## src/rtl/irqlat_pkg.sv

```systemverilog
package irqlat_pkg;

    typedef enum logic [1:0] {
        SEL_REQ  = 2'd0,
        SEL_MASK = 2'd1,
        SEL_TRIG = 2'd2,
        SEL_NONE = 2'd3
    } reg_sel_e;

    typedef struct packed {
        logic req;
        logic last;
        logic new_evt;
        logic msk_evt;
    } line_state_t;

endpackage

```

## src/rtl/irqlat_line.sv

```systemverilog
module irqlat_line
    import irqlat_pkg::*;
(
    input  logic clk,
    input  logic rst_n,
    input  logic irq_i,
    input  logic level_i,
    input  logic mask_i,
    input  logic ack_hit_i,
    input  logic init_i,
    output logic req_o,
    output logic new_o,
    output logic masked_o
);

    line_state_t st_d, st_q;
    logic        trig_evt;

    always_comb begin
        st_d     = st_q;
        trig_evt = level_i ? irq_i : (irq_i & ~st_q.last);
        st_d.last = irq_i;
        if (level_i) begin
            st_d.req = irq_i;
        end else begin
            st_d.req = (st_q.req & ~ack_hit_i) | trig_evt;
        end
        st_d.new_evt = trig_evt & ~st_q.req & ~mask_i;
        st_d.msk_evt = trig_evt & mask_i;
        if (init_i) begin
            st_d = '0;
        end
    end

    always_ff @(posedge clk or negedge rst_n) begin
        if (!rst_n) begin
            st_q <= '0;
        end else begin
            st_q <= st_d;
        end
    end

    assign req_o    = st_q.req;
    assign new_o    = st_q.new_evt;
    assign masked_o = st_q.msk_evt;

endmodule

```

## src/rtl/irqlat_regs.sv

```systemverilog
module irqlat_regs
    import irqlat_pkg::*;
#(
    parameter int                 N_LINES   = 8,
    parameter logic [N_LINES-1:0] TRIG_MASK = 'hF8
) (
    input  logic               clk,
    input  logic               rst_n,
    input  logic               init_i,
    input  logic               wr_i,
    input  reg_sel_e           sel_i,
    input  logic [N_LINES-1:0] wdata_i,
    output logic [N_LINES-1:0] mask_o,
    output logic [N_LINES-1:0] trig_o
);

    typedef struct packed {
        logic [N_LINES-1:0] mask;
        logic [N_LINES-1:0] trig;
    } cfg_t;

    cfg_t cfg_d, cfg_q;

    always_comb begin
        cfg_d = cfg_q;
        if (init_i) begin
            cfg_d.mask = '0;
        end else if (wr_i) begin
            case (sel_i)
                SEL_MASK: cfg_d.mask = wdata_i;
                SEL_TRIG: cfg_d.trig = wdata_i & TRIG_MASK;
                default:  cfg_d = cfg_q;
            endcase
        end
    end

    always_ff @(posedge clk or negedge rst_n) begin
        if (!rst_n) begin
            cfg_q <= '0;
        end else begin
            cfg_q <= cfg_d;
        end
    end

    assign mask_o = cfg_q.mask;
    assign trig_o = cfg_q.trig;

endmodule

```

## src/rtl/irq_req_latch.sv

```systemverilog
module irq_req_latch
    import irqlat_pkg::*;
#(
    parameter int                 N_LINES   = 8,
    parameter logic [N_LINES-1:0] TRIG_MASK = 'hF8,
    localparam int                LINE_W    = $clog2(N_LINES)
) (
    input  logic               clk,
    input  logic               rst_n,
    input  logic [N_LINES-1:0] irq_in_i,
    input  logic               init_i,
    input  logic               ack_i,
    input  logic [LINE_W-1:0]  ack_line_i,
    input  logic               reg_wr_i,
    input  logic [1:0]         reg_addr_i,
    input  logic [N_LINES-1:0] reg_wdata_i,
    output logic [N_LINES-1:0] reg_rdata_o,
    output logic [N_LINES-1:0] req_o,
    output logic [N_LINES-1:0] eligible_o,
    output logic [N_LINES-1:0] new_req_o,
    output logic [N_LINES-1:0] masked_hit_o
);

    logic [N_LINES-1:0] mask_q;
    logic [N_LINES-1:0] trig_q;
    reg_sel_e           sel;

    assign sel = reg_sel_e'(reg_addr_i);

    irqlat_regs #(
        .N_LINES   (N_LINES),
        .TRIG_MASK (TRIG_MASK)
    ) i_regs (
        .clk     (clk),
        .rst_n   (rst_n),
        .init_i  (init_i),
        .wr_i    (reg_wr_i),
        .sel_i   (sel),
        .wdata_i (reg_wdata_i),
        .mask_o  (mask_q),
        .trig_o  (trig_q)
    );

    for (genvar i = 0; i < N_LINES; i++) begin : g_line
        logic ack_hit;
        assign ack_hit = ack_i && (ack_line_i == LINE_W'(i));

        irqlat_line i_line (
            .clk       (clk),
            .rst_n     (rst_n),
            .irq_i     (irq_in_i[i]),
            .level_i   (trig_q[i]),
            .mask_i    (mask_q[i]),
            .ack_hit_i (ack_hit),
            .init_i    (init_i),
            .req_o     (req_o[i]),
            .new_o     (new_req_o[i]),
            .masked_o  (masked_hit_o[i])
        );
    end

    assign eligible_o = req_o & ~mask_q;

    always_comb begin
        case (sel)
            SEL_REQ:  reg_rdata_o = req_o;
            SEL_MASK: reg_rdata_o = mask_q;
            SEL_TRIG: reg_rdata_o = trig_q;
            default:  reg_rdata_o = '0;
        endcase
    end

endmodule

```

## config.mk

```make
export PLATFORM = sky130hd
export DESIGN_NAME = irq_req_latch
export DESIGN_NICKNAME = d
export VERILOG_FILES = /design/src/rtl/irqlat_pkg.sv /design/src/rtl/irqlat_line.sv /design/src/rtl/irqlat_regs.sv /design/src/rtl/irq_req_latch.sv
export SDC_FILE = /design/constraint.sdc
export NUM_CORES = 1
export LEC_CHECK = 0
export BUFFER_PORTS_ARGS = -buffer_cell sky130_fd_sc_hd__buf_2
export CORE_MARGIN = 2
export CORE_UTILIZATION = 50
export DETAILED_ROUTE_END_ITERATION = 8
export PLACE_DENSITY_LB_ADDON = 0.08
export SYNTH_ARGS = -nofsm -noshare
export SYNTH_HDL_FRONTEND = slang
export SYNTH_SLANG_ARGS = --single-unit
```

## constraint.sdc

```tcl
create_clock -name clk -period 1 [get_ports clk]
set_input_delay 0 -clock clk [delete_from_list [all_inputs] [get_ports clk]]
set_output_delay 0 -clock clk [all_outputs]
set_load 0.01 [all_outputs]
```

==> results.toml <==
[outcome]
status = "finished, violations left"
violations = "negative setup slack"

[grt]
grt_pass1_vias = 1673
gr-total-overflow = 0
grt_pass1_wl_um = 7820
grt_antenna_before_repair = 0
grt_usage_pct = 20.9
grt_max_degree = 46

[timing]
setup_ws_ps = -100
fin_crit_ps = 1100
max_freq_mhz = 909
worst_pin_slew_ps = 346
slew_viol_final = 0
clock_skew_ps = 3.88
setup_viol_count_final = 13
fin_crit_sh_pct = 110
max_slew_margin_pct = 77.0
final_hold_viol_count = 0
rsz0062_at_grt = "yes"
tns_ps = -630

[finish]
nets = 314
drive_gt1_share_pct = 38.8
n_antenna_cell = 0
stdcell_area_um2 = 2800
num-fill-cells = 344
stdcell_count = 339
syn_to_final_growth_pct = 32.2

[power]
intPower_mw = 2.96
pwr-share-comb_pct = 19.1
power_density_nw_per_um2 = 1430
p_sw_mw = 1.05
sw_frac_of_total_pct = 26.2
ir_drop_mv = 0.863
leakagePower_nw = 1.47
power_mw = 4.01
p_clk_share_pct = 30.1
power.share.sequential_pct = 50.8

[cts]
clkTransAtPathRegs_ps = 80
clockRootBuffer = "clkbuf_8"
cts_tree = "yes"
cts_buffers = 5
insertion_delay_ps = 290
cts_sinks = 45
clk_path_buf_depth = 2
cts_max_level = 2

[logic_synthesis]
synth_area_leader_cell = "dfrtp_1"
ys_ff_latch = 45
yosys-top-cells-area = "dfrtp_1, buf_4, nand2_1"
synth_seq_area_share_pct = 53.1
synth.distinct_cells = 31
async_reset_ff_share_pct = 100
yosysTopAreaCellShare_pct = 53.1
synth.most_common_cell = "dfrtp_1"
yosys-top-cells-count = "dfrtp_1, nand2_1, buf_4"
synth_edf_count = 0
synthCells = 207
synthesis.area_um2 = 2120
syn_nets = 233
synth_warnings = 0
syn-mean-instance-area_um2 = 10.2
ys.flop_type = "dfrtp_1"

[detailed_routing]
totalWireLength_um = 4670
vias = 1704
wire_per_inst_um = 13.8
viasPerCell = 5.03
drt_iter0_markers = 64
ant_nets = 0
first_pass_iters = 4
drc = 0

[die]
die_h_um = 69.1
rows = 23
die_area_um2 = 4780
design.core.area_um2 = 4030
ios = 66
die_w_um = 69.1
start_util_pct = 52.6

[setup_path]
startpoint_type = "flop"
crit_path_cell_trace = "mux2i_1 -> nor2_1 -> buf_2"
r2r_slack_ps = 30
worstPathMaxFanout = 5
slowest_delay_ps = 440
cp.arrival_ps = 1100
path_class = "reg2out"
cp_data_required_time_ps = 1000
slowest_stage = "dfrtp_1"
critPathCaptureType = "primary output"

[placement]
post-place-ws_ps = 2.62
dp_hpwl_um = 3130
port_buffers = 65
place.gp.congestion = 0.793
placed_area_um2 = 2360
numPlacedInstances = 300

[job]
maxCapViolations = 0

[hold_path]
hold_path_class = "in2reg"
-- flip-flops by register name, indices dropped and copies added (netlist names) --
register and flops:
i_regs.mask_o 8, g_line.i_line.st_q 8, i_regs.trig_o 5, g_line.i_line.req_o 8
g_line.i_line.new_o 8, g_line.i_line.masked_o 8
-- cells by family (layout without fill, tap and decap cells) --
group / after synthesis / in the layout / synth area share [%]
AND/OR/NAND/NOR: 81 / 81 / 21.0
multiplexers: 9 / 9 / 4.49
flip-flops: 45 / 45 / 53.1
buffers and inverters: 40 / 122 / 12.0
AO/OA/AOI/OAI: 32 / 32 / 9.39
-- cell type report --
class	instances	area, um^2	share of cell area, %
clock buffers	7	96.3	3.44
clock inverters	1	5.00	0.179
inverters	10	37.5	1.34
multi-input cells	122	783	28.0
flip-flops and latches	45	1130	40.2
well taps	50	62.6	2.23
repair buffers	104	689	24.6
-- path summary, 6_finish.rpt --
path / start / depth (start not counted) / end
max: g_line[0].i_line.req_o / 3 / reg_rdata_o[0]
min: init_i / 2 / i_regs.mask_o[7]
max reg2reg: i_regs.mask_o[1] / 3 / g_line[1].i_line.new_o
min reg2reg: g_line[0].i_line.st_q[2] / 1 / g_line[0].i_line.new_o
max in group asynchronous: rst_n / 3 / i_regs.mask_o[3]
min in group asynchronous: rst_n / 3 / g_line[2].i_line.masked_o
-- per-layer routing --
| metal | vias to the layer above | part of all wire (%) | GRT usage, % | wire length, um |
|---|---|---|---|---|
| met3 | 10 | 5.4 | 5.70 | 251 |
| li1 | 831 | - | - | - |
| met5 | - | 0 | 0 | 0 |
| met1 | 801 | 45 | 28.1 | 2110 |
| met2 | 62 | 47 | 32.7 | 2210 |
| met4 | 0 | 2.0 | 7.19 | 93 |
-- repair_timing --
item	4_1_cts	5_1_grt
endpoints found under the setup margin	15	26
endpoints found under the hold margin	68	0
buffers inserted	9	5
resized for setup	8	13
pin swaps	0	1
hold buffers	17	0
-- power groups by stage --
stage | clock, mW | combinational [mW] | sequential (mW)
after floorplan | 0 | 0.402 | 2.05
after global placement | 0 | 0.604 | 2.07
after detailed placement | 0 | 0.607 | 2.07
after CTS | 1.24 | 0.717 | 2.03
after global routing | 1.33 | 0.846 | 2.06
final | 1.21 | 0.764 | 2.04
-- worst max-delay path, delay by kind of cell, from the launching register on --
family        cells  cell delay [ps]
buf+inv           1              140
flops             1              440
mux               1              160
simple gates      1               70
-- metrics by stage --
step,utilization (%),hold slack [ps]
after floorplan,-,-296
after global placement,58.6,0.884
after detailed placement,58.6,-0.237
after CTS,67.2,4.92
after global routing,69.5,26.6
final,69.5,1.05
-- placed cells by master (no fill, tap or decap), drive strengths merged, types with 3 or more instances in the layout --
master / instances
inv: 10
and2: 4
o21ai: 12
a21oi: 10
clkbuf: 7
nor2: 10
dfrtp: 45
nand2b: 7
nand4b: 3
nor2b: 11
dlygate4sd3: 16
a21boi: 4
nor4: 3
a31o: 4
mux2i: 8
nand2: 27
buf: 87
nor3b: 8
Power figures use the tool's default switching activity.
